### src/rtl/mem_guard_pkg.sv
package mem_guard_pkg;
  localparam int PADDR_W   = 12;
  localparam int PDATA_W   = 32;
  // fixed register offsets
  localparam logic [PADDR_W-1:0] OFF_CTRL  = 12'h000;
  localparam logic [PADDR_W-1:0] OFF_STAT  = 12'h004;
  localparam logic [PADDR_W-1:0] OFF_EADDR = 12'h008;
  localparam logic [PADDR_W-1:0] OFF_EID   = 12'h00C;
  localparam logic [PADDR_W-1:0] OFF_CLR   = 12'h010;
  localparam logic [PADDR_W-1:0] RGN_BASE  = 12'h100;
  localparam int RGN_STRIDE_SH = 4;
  // word select inside a region
  typedef enum logic [1:0] {W_START = 2'd0, W_END = 2'd1, W_ID = 2'd2, W_ATTR = 2'd3} rgn_word_e;
  // attribute bits
  localparam int A_EN  = 0;
  localparam int A_RD  = 1;
  localparam int A_WR  = 2;
  localparam int A_SEC = 3;
  localparam int ATTR_W = 4;
  // control bits
  localparam int C_LOCK  = 0;
  localparam int C_IRQEN = 1;
  // sideband positions
  localparam int POISON_BIT  = 10;
  localparam int PROT_NS_BIT = 1;
  localparam int ID_MASK_LSB = 16;
endpackage

### src/rtl/mg_regfile.sv
module mg_regfile
  import mem_guard_pkg::*;
#(
  parameter int NUM_REGIONS = 16,
  parameter int ADDR_W      = 32,
  parameter int ID_W        = 10,
  parameter int GRAN_SHIFT  = 20,
  parameter logic [ID_W-1:0] OWNER_ID = '0,
  localparam int GW = ADDR_W - GRAN_SHIFT
) (
  input  logic                clk,
  input  logic                rst_n,
  input  logic                psel,
  input  logic                penable,
  input  logic                pwrite,
  input  logic [PADDR_W-1:0]  paddr,
  input  logic [PDATA_W-1:0]  pwdata,
  input  logic [ID_W-1:0]     pmaster_id,
  output logic [PDATA_W-1:0]  prdata,
  output logic                pslverr,
  output logic [GW-1:0]       rgn_start [NUM_REGIONS],
  output logic [GW-1:0]       rgn_end   [NUM_REGIONS],
  output logic [ID_W-1:0]     rgn_idv   [NUM_REGIONS],
  output logic [ID_W-1:0]     rgn_idm   [NUM_REGIONS],
  output logic [ATTR_W-1:0]   rgn_attr  [NUM_REGIONS],
  output logic                lock,
  output logic                irq_en,
  output logic                clr_pulse,
  input  logic                st_valid,
  input  logic                st_ovf,
  input  logic                st_write,
  input  logic [ADDR_W-1:0]   st_addr,
  input  logic [ID_W-1:0]     st_id
);
  localparam int RIDX_W = (NUM_REGIONS > 1) ? $clog2(NUM_REGIONS) : 1;
  localparam logic [PADDR_W-1:0] RGN_SPAN = PADDR_W'(NUM_REGIONS << RGN_STRIDE_SH);

  logic wr_try, owner_ok, wr_acc;
  logic [PADDR_W-1:0] roff;
  logic in_rgn;
  logic [RIDX_W-1:0] ridx;
  rgn_word_e rword;

  assign wr_try   = psel & penable & pwrite;
  assign owner_ok = (pmaster_id == OWNER_ID);
  assign wr_acc   = wr_try & owner_ok & ~lock;
  assign pslverr  = wr_try & (~owner_ok | lock);

  assign roff   = paddr - RGN_BASE;
  assign in_rgn = (paddr >= RGN_BASE) && (roff < RGN_SPAN);
  assign ridx   = roff[RGN_STRIDE_SH +: RIDX_W];
  assign rword  = rgn_word_e'(paddr[3:2]);

  // control register
  logic lock_d, irq_en_d, ctrl_we;
  assign ctrl_we   = wr_acc && (paddr == OFF_CTRL);
  assign clr_pulse = wr_acc && (paddr == OFF_CLR) && pwdata[0];

  always_comb begin
    lock_d   = lock;
    irq_en_d = irq_en;
    if (ctrl_we) begin
      lock_d   = lock | pwdata[C_LOCK];
      irq_en_d = pwdata[C_IRQEN];
    end
  end

  always_ff @(posedge clk or negedge rst_n) begin
    if (!rst_n) begin
      lock   <= 1'b0;
      irq_en <= 1'b0;
    end else if (ctrl_we) begin
      lock   <= lock_d;
      irq_en <= irq_en_d;
    end
  end

  // region bank
  for (genvar r = 0; r < NUM_REGIONS; r++) begin : g_rgn
    logic sel, we_s, we_e, we_i, we_a;
    logic [GW-1:0] start_d, end_d;
    logic [ID_W-1:0] idv_d, idm_d;
    logic [ATTR_W-1:0] attr_d;

    assign sel  = wr_acc && in_rgn && (ridx == RIDX_W'(r));
    assign we_s = sel && (rword == W_START);
    assign we_e = sel && (rword == W_END);
    assign we_i = sel && (rword == W_ID);
    assign we_a = sel && (rword == W_ATTR);

    always_comb begin
      start_d = we_s ? pwdata[ADDR_W-1:GRAN_SHIFT] : rgn_start[r];
      end_d   = we_e ? pwdata[ADDR_W-1:GRAN_SHIFT] : rgn_end[r];
      idv_d   = we_i ? pwdata[ID_W-1:0] : rgn_idv[r];
      idm_d   = we_i ? pwdata[ID_MASK_LSB +: ID_W] : rgn_idm[r];
      attr_d  = we_a ? pwdata[ATTR_W-1:0] : rgn_attr[r];
    end

    always_ff @(posedge clk or negedge rst_n) begin
      if (!rst_n) begin
        rgn_start[r] <= '0;
        rgn_end[r]   <= '0;
        rgn_idv[r]   <= '0;
        rgn_idm[r]   <= '0;
        rgn_attr[r]  <= '0;
      end else if (sel) begin
        rgn_start[r] <= start_d;
        rgn_end[r]   <= end_d;
        rgn_idv[r]   <= idv_d;
        rgn_idm[r]   <= idm_d;
        rgn_attr[r]  <= attr_d;
      end
    end
  end

  // read mux
  always_comb begin
    prdata = '0;
    if (in_rgn) begin
      for (int r = 0; r < NUM_REGIONS; r++) begin
        if (ridx == RIDX_W'(r)) begin
          case (rword)
            W_START: prdata[ADDR_W-1:0] = {rgn_start[r], {GRAN_SHIFT{1'b0}}};
            W_END:   prdata[ADDR_W-1:0] = {rgn_end[r], {GRAN_SHIFT{1'b0}}};
            W_ID: begin
              prdata[ID_W-1:0]              = rgn_idv[r];
              prdata[ID_MASK_LSB +: ID_W]   = rgn_idm[r];
            end
            default: prdata[ATTR_W-1:0] = rgn_attr[r];
          endcase
        end
      end
    end else begin
      case (paddr)
        OFF_CTRL:  begin prdata[C_LOCK] = lock; prdata[C_IRQEN] = irq_en; end
        OFF_STAT:  prdata[2:0] = {st_write, st_ovf, st_valid};
        OFF_EADDR: prdata[ADDR_W-1:0] = st_addr;
        OFF_EID:   prdata[ID_W-1:0] = st_id;
        default:   prdata = '0;
      endcase
    end
  end

  logic unused_bits;
  assign unused_bits = ^{pwdata, paddr[1:0]};
endmodule

### src/rtl/mg_region_match.sv
module mg_region_match
  import mem_guard_pkg::*;
#(
  parameter int NUM_REGIONS = 16,
  parameter int ADDR_W      = 32,
  parameter int ID_W        = 10,
  parameter int GRAN_SHIFT  = 20,
  localparam int GW = ADDR_W - GRAN_SHIFT
) (
  input  logic [ADDR_W-1:0]  addr,
  input  logic [ID_W-1:0]    id,
  input  logic               is_write,
  input  logic               non_secure,
  input  logic [GW-1:0]      rgn_start [NUM_REGIONS],
  input  logic [GW-1:0]      rgn_end   [NUM_REGIONS],
  input  logic [ID_W-1:0]    rgn_idv   [NUM_REGIONS],
  input  logic [ID_W-1:0]    rgn_idm   [NUM_REGIONS],
  input  logic [ATTR_W-1:0]  rgn_attr  [NUM_REGIONS],
  output logic               allowed
);
  logic [GW-1:0] gaddr;
  logic [NUM_REGIONS-1:0] pass_vec;

  assign gaddr = addr[ADDR_W-1:GRAN_SHIFT];

  for (genvar r = 0; r < NUM_REGIONS; r++) begin : g_cmp
    logic in_range, id_hit, dir_ok, sec_ok;
    assign in_range = (gaddr >= rgn_start[r]) && (gaddr <= rgn_end[r]);
    assign id_hit   = ((id & rgn_idm[r]) == (rgn_idv[r] & rgn_idm[r]));
    assign dir_ok   = is_write ? rgn_attr[r][A_WR] : rgn_attr[r][A_RD];
    assign sec_ok   = ~(non_secure & rgn_attr[r][A_SEC]);
    assign pass_vec[r] = rgn_attr[r][A_EN] & in_range & id_hit & dir_ok & sec_ok;
  end

  assign allowed = |pass_vec;

  logic unused_low;
  assign unused_low = ^addr[GRAN_SHIFT-1:0];
endmodule

### src/rtl/mg_violation_log.sv
module mg_violation_log #(
  parameter int ADDR_W = 32,
  parameter int ID_W   = 10
) (
  input  logic              clk,
  input  logic              rst_n,
  input  logic              viol_hs,
  input  logic [ADDR_W-1:0] addr,
  input  logic [ID_W-1:0]   id,
  input  logic              is_write,
  input  logic              clr,
  input  logic              irq_en,
  output logic              st_valid,
  output logic              st_ovf,
  output logic              st_write,
  output logic [ADDR_W-1:0] st_addr,
  output logic [ID_W-1:0]   st_id,
  output logic              irq
);
  logic valid_d, ovf_d, cap_en, flag_en;

  // a new violation in the clear cycle wins and starts a fresh record
  assign cap_en  = viol_hs & (~st_valid | clr);
  assign flag_en = viol_hs | clr;

  always_comb begin
    valid_d = st_valid;
    ovf_d   = st_ovf;
    if (clr) begin
      valid_d = 1'b0;
      ovf_d   = 1'b0;
    end
    if (viol_hs) begin
      if (cap_en) valid_d = 1'b1;
      else        ovf_d   = 1'b1;
    end
  end

  always_ff @(posedge clk or negedge rst_n) begin
    if (!rst_n) begin
      st_valid <= 1'b0;
      st_ovf   <= 1'b0;
    end else if (flag_en) begin
      st_valid <= valid_d;
      st_ovf   <= ovf_d;
    end
  end

  always_ff @(posedge clk or negedge rst_n) begin
    if (!rst_n) begin
      st_addr  <= '0;
      st_id    <= '0;
      st_write <= 1'b0;
    end else if (cap_en) begin
      st_addr  <= addr;
      st_id    <= id;
      st_write <= is_write;
    end else if (clr) begin
      st_addr  <= '0;
      st_id    <= '0;
      st_write <= 1'b0;
    end
  end

  assign irq = st_valid & irq_en;
endmodule

### src/rtl/mem_guard.sv
module mem_guard
  import mem_guard_pkg::*;
#(
  parameter int NUM_REGIONS   = 16,
  parameter int ADDR_W        = 32,
  parameter int ID_W          = 10,
  parameter int USER_W        = 16,
  parameter bit LARGE_GRANULE = 1'b1,
  parameter logic [ID_W-1:0] OWNER_ID = 10'h001
) (
  input  logic               clk,
  input  logic               rst_n,
  input  logic               in_valid,
  output logic               in_ready,
  input  logic [ADDR_W-1:0]  in_addr,
  input  logic [ID_W-1:0]    in_id,
  input  logic               in_write,
  input  logic [2:0]         in_prot,
  input  logic [USER_W-1:0]  in_user,
  output logic               out_valid,
  input  logic               out_ready,
  output logic [ADDR_W-1:0]  out_addr,
  output logic [ID_W-1:0]    out_id,
  output logic               out_write,
  output logic [2:0]         out_prot,
  output logic [USER_W-1:0]  out_user,
  input  logic               psel,
  input  logic               penable,
  input  logic               pwrite,
  input  logic [11:0]        paddr,
  input  logic [31:0]        pwdata,
  input  logic [ID_W-1:0]    pmaster_id,
  output logic [31:0]        prdata,
  output logic               pready,
  output logic               pslverr,
  output logic               irq
);
  localparam int GRAN_SHIFT = LARGE_GRANULE ? 20 : 12;
  localparam int GW = ADDR_W - GRAN_SHIFT;

  // reset: asserted asynchronously, released on a clock edge
  logic [1:0] rst_pipe;
  logic rst_sync_n;
  always_ff @(posedge clk or negedge rst_n) begin
    if (!rst_n) rst_pipe <= 2'b00;
    else        rst_pipe <= {rst_pipe[0], 1'b1};
  end
  assign rst_sync_n = rst_pipe[1];

  logic [GW-1:0]     rgn_start [NUM_REGIONS];
  logic [GW-1:0]     rgn_end   [NUM_REGIONS];
  logic [ID_W-1:0]   rgn_idv   [NUM_REGIONS];
  logic [ID_W-1:0]   rgn_idm   [NUM_REGIONS];
  logic [ATTR_W-1:0] rgn_attr  [NUM_REGIONS];
  logic lock, irq_en, clr_pulse;
  logic st_valid, st_ovf, st_write;
  logic [ADDR_W-1:0] st_addr;
  logic [ID_W-1:0] st_id;
  logic allowed, viol, hs;

  mg_regfile #(
    .NUM_REGIONS(NUM_REGIONS), .ADDR_W(ADDR_W), .ID_W(ID_W),
    .GRAN_SHIFT(GRAN_SHIFT), .OWNER_ID(OWNER_ID)
  ) u_regs (
    .clk(clk), .rst_n(rst_sync_n),
    .psel(psel), .penable(penable), .pwrite(pwrite), .paddr(paddr),
    .pwdata(pwdata), .pmaster_id(pmaster_id), .prdata(prdata), .pslverr(pslverr),
    .rgn_start(rgn_start), .rgn_end(rgn_end), .rgn_idv(rgn_idv),
    .rgn_idm(rgn_idm), .rgn_attr(rgn_attr),
    .lock(lock), .irq_en(irq_en), .clr_pulse(clr_pulse),
    .st_valid(st_valid), .st_ovf(st_ovf), .st_write(st_write),
    .st_addr(st_addr), .st_id(st_id)
  );

  mg_region_match #(
    .NUM_REGIONS(NUM_REGIONS), .ADDR_W(ADDR_W), .ID_W(ID_W), .GRAN_SHIFT(GRAN_SHIFT)
  ) u_match (
    .addr(in_addr), .id(in_id), .is_write(in_write),
    .non_secure(in_prot[PROT_NS_BIT]),
    .rgn_start(rgn_start), .rgn_end(rgn_end), .rgn_idv(rgn_idv),
    .rgn_idm(rgn_idm), .rgn_attr(rgn_attr), .allowed(allowed)
  );

  assign viol = ~allowed;
  assign hs   = in_valid & out_ready;

  mg_violation_log #(.ADDR_W(ADDR_W), .ID_W(ID_W)) u_log (
    .clk(clk), .rst_n(rst_sync_n),
    .viol_hs(hs & viol), .addr(in_addr), .id(in_id), .is_write(in_write),
    .clr(clr_pulse), .irq_en(irq_en),
    .st_valid(st_valid), .st_ovf(st_ovf), .st_write(st_write),
    .st_addr(st_addr), .st_id(st_id), .irq(irq)
  );

  // forward path: unchanged except the poison attribute
  always_comb begin
    out_user             = in_user;
    out_user[POISON_BIT] = in_user[POISON_BIT] | viol;
  end
  assign out_valid = in_valid;
  assign in_ready  = out_ready;
  assign out_addr  = in_addr;
  assign out_id    = in_id;
  assign out_write = in_write;
  assign out_prot  = in_prot;
  assign pready    = 1'b1;
endmodule

### config.mk
export PLATFORM = sky130hd
export DESIGN_NAME = mem_guard
export DESIGN_NICKNAME = d
export VERILOG_FILES = /design/src/rtl/mem_guard_pkg.sv /design/src/rtl/mg_regfile.sv /design/src/rtl/mg_region_match.sv /design/src/rtl/mg_violation_log.sv /design/src/rtl/mem_guard.sv
export SDC_FILE = /design/constraint.sdc
export NUM_CORES = 2
export LEC_CHECK = 0
export BUFFER_PORTS_ARGS = -buffer_cell sky130_fd_sc_hd__buf_2
export CAP_MARGIN = 5
export CORE_ASPECT_RATIO = 1.2
export CORE_MARGIN = 1
export CORE_UTILIZATION = 39
export CTS_BUF_LIST = sky130_fd_sc_hd__clkbuf_8
export CTS_CLUSTER_SIZE = 20
export DETAILED_ROUTE_END_ITERATION = 8
export PLACE_DENSITY = 0.62
export SLEW_MARGIN = 20
export SYNTH_ARGS = -nofsm -noshare
export SYNTH_HDL_FRONTEND = slang
export SYNTH_SLANG_ARGS = --single-unit
### constraint.sdc
create_clock -name clk -period 26.9 [get_ports clk]
set_clock_uncertainty 0.05 [all_clocks]
set_input_delay 5.38 -clock clk [delete_from_list [all_inputs] [get_ports clk]]
set_output_delay 5.38 -clock clk [all_outputs]
set_load 0.01 [all_outputs]
==> run metrics <==
die area 130,000 um^2; most common library cells after synthesis 817 x dfrtp_1, 533 x mux2_2, 418 x o21ai_0; Synth warnings 0; HPWL Detailed 136,000 um; IO Pins 222; DR iter-0 viols 4,678; Area after DPL 52,100 um^2; die width 329 um; gr usage total 30.1%; Fillers 12,013; MaxCap Viol Count 0; Int Pwr 1940 uW; failing checks DRC; Pwr Total 2710 uW; RSZ-0062 raised after global routing no; max_slew headroom 20.2%; DR WL/cell 28.9 um; sequential share of the synthesized area 40.9%; Main synth FF type dfrtp_1; post-DR vias/cell 6.10; Clock transition at path regs 60 ps; Sw Pwr 771 uW; footprint of the multi-input gates 26,400 um^2; Port Buffers 180; Post-CTS Hold Buffers 0; maximum VDD drop 0.0000341 V; htree depth 4; Die Y 394 um; core box area 127,000 um^2; worst-skew pair later-pin latency 910 ps; DR pass1 iterations 9; worst path arrival time 9810 ps; outcome complete, but fails checks; Synth Register Bits 817; Netlist cell types 81; final setup violation count 0; WS Path Type input pin to primary output; clock share of power 43.9%; cell with the most instances after synthesis dfrtp_1; Final Util 43.4%; postcts setup bufs 0; Num Clock Sinks 817; CP Capture Type primary output; Layout Area Growth over Synthesis 10.2%; async set-reset flop share out of synthesis 100%; fmax 0.0656 GHz; Leak 0.0271 uW; starting density of the core 39.4%; Place WS 11,830 ps; first-pass GRT wire length 284,000 um; WP data required 21,470 ps; row cnt 143; Synth Area in Simple Gates 8.34%; DRC errors left 28; final worst setup slack 11,660 ps; minimum clock period 15,240 ps; Adder-Cell Fraction of Synth Area 9.61%; post-synthesis instance area 50,000 um^2; via count 41,660; Resized Gates After CTS 0; flip-flop and latch area 20,400 um^2; Compound-Gate Fraction of Synth Area 15.9%; largest family of logic cells by synthesized area compound AO/OA/AOI/OAI gates; Max FO, Critical Path 18; CTS Buf Count 140; grt total ovfl 0; hold crit path type flip-flop to flip-flop; CP Launch Type input pin; largest cells by area after synthesis dfrtp_1 41%, mux2_2 12%, ha_1 9.6%; nets 5,552; initial antenna violation count 6; setup tns final 0 ps; Root Buffer clkbuf_8; Clock Path Buffers 3; number of synthesized flops with an enable pin 0; Final Max Slew Viols 0; combinational share of power 9.9%; PwrDens 49.2 nW/um^2; xor/xnor share of the synthesized area 2.80%; Synth area leader dfrtp_1; share of layout cells above drive strength 1 21.9%; design area 55,100 um^2; Yosys top cell area share 40.9%; largest net degree at the start of global routing 194; post-synthesis mux area share 15.8%; Cells after Synth 4,982; worst-margin pin slew 1190 ps; Avg Cell Area, Syn 10.0 um^2; number of global-route vias before repair 40,491; Reg power frac 46.1%; post-route ant nets 0; switch share 28.5%; routability cong. 0.992; final hold viol count 0; CTS tree done; drt total wl 197,000 um; Tcrit/Tclk final 56.7%
[area by class of cell]
class / count / share of cell area (%)
Multi-Input combinational cell: 3410 / 47.9
Sequential cell: 817 / 37.1
Clock buffer: 181 / 4.52
Tap cell: 1667 / 3.79
Timing Repair Buffer: 304 / 3.43
Inverter: 372 / 2.53
Clock inverter: 68 / 0.704
Antenna cell: 8 / 0.0363
[layer usage]
| layer | vias to the layer above | global-route usage [%] | share of wire, % |
|---|---|---|---|
| li1 | 18026 | - | - |
| met5 | - | 0.262 | 0.031 |
| met4 | 4 | 21.7 | 8.4 |
| met1 | 20804 | 38.3 | 39 |
| met3 | 607 | 6.88 | 8.7 |
| met2 | 2219 | 44.8 | 43 |
[registers in the layout, summed over array words and instances, names as in the netlist]
register and cells:
u_log.st_id 10, u_regs.rgn_idm 160, u_regs.rgn_start 192, u_regs.rgn_end 192, u_regs.rgn_attr 64, rst_pipe 2
u_log.st_addr 32, u_regs.irq_en 1, u_log.st_valid 1, u_regs.rgn_idv 160, u_log.st_ovf 1, u_regs.lock 1
u_log.st_write 1
[stage by stage]
stage / std cells / hold WS, ps
after CTS: 6817 / 300
after floorplan: 4983 / 281
final: 6827 / 297
after global placement: 6567 / 285
after global routing: 6821 / 309
after detailed placement: 6568 / 289
[cell usage in the layout (no fill, tap or decap), drive strengths merged, types with 58 or more instances in the layout]
cell | synthesis | routed
dfrtp | 817 | 817
mux2 | 533 | 533
o21ai | 422 | 422
inv | 372 | 418
nand2 | 417 | 417
ha | 384 | 384
buf | 169 | 304
a21oi | 234 | 234
mux2i | 183 | 183
clkbuf | 215 | 181
nor2 | 181 | 181
xor2 | 160 | 160
a22oi | 101 | 101
o22ai | 58 | 58
[power by group through the flow]
stage	Combinational, uW	Sequential, uW	Clock [uW]
CTS	262	1250	1200
global route	282	1250	1250
floorplan	134	1290	0
detailed placement	261	1270	0
global placement	259	1270	0
finish	268	1250	1190
[critical path, cell delays in order]
cell and delay (ps):
buf_2 550, buf_4 520, ha_1 220, nand2_1 60
o21ai_0 170, a21oi_1 90, o211a_1 220, o2111ai_1 690
nand4_1 400, nor3_1 1030, a31o_2 280, buf_2 120
[kinds of logic after synthesis]
logic type / after synthesis
adder cells (fa/ha/maj): 384
buffers and inverters: 756
XOR/XNOR: 160
AO/OA/AOI/OAI: 1234
flip-flops: 817
AND/OR/NAND/NOR: 912
multiplexers: 718
other: 1
[path summary, 6_finish.rpt]
kind,start,cells past startpoint,slack (ps),end
setup / recovery,in_addr[26],12,11660,out_user[10]
hold / removal,rst_pipe[0],0,300,rst_pipe[1]
min in group asynchronous,rst_pipe[1],0,360,u_regs.rgn_start[26]
hold reg to reg,rst_pipe[0],0,300,rst_pipe[1]
max in group asynchronous,rst_n,1,22480,rst_pipe[1]
setup reg to reg,u_regs.lock,11,21620,u_log.st_addr[2]
Note: power is estimated with default switching activity, not from simulation.
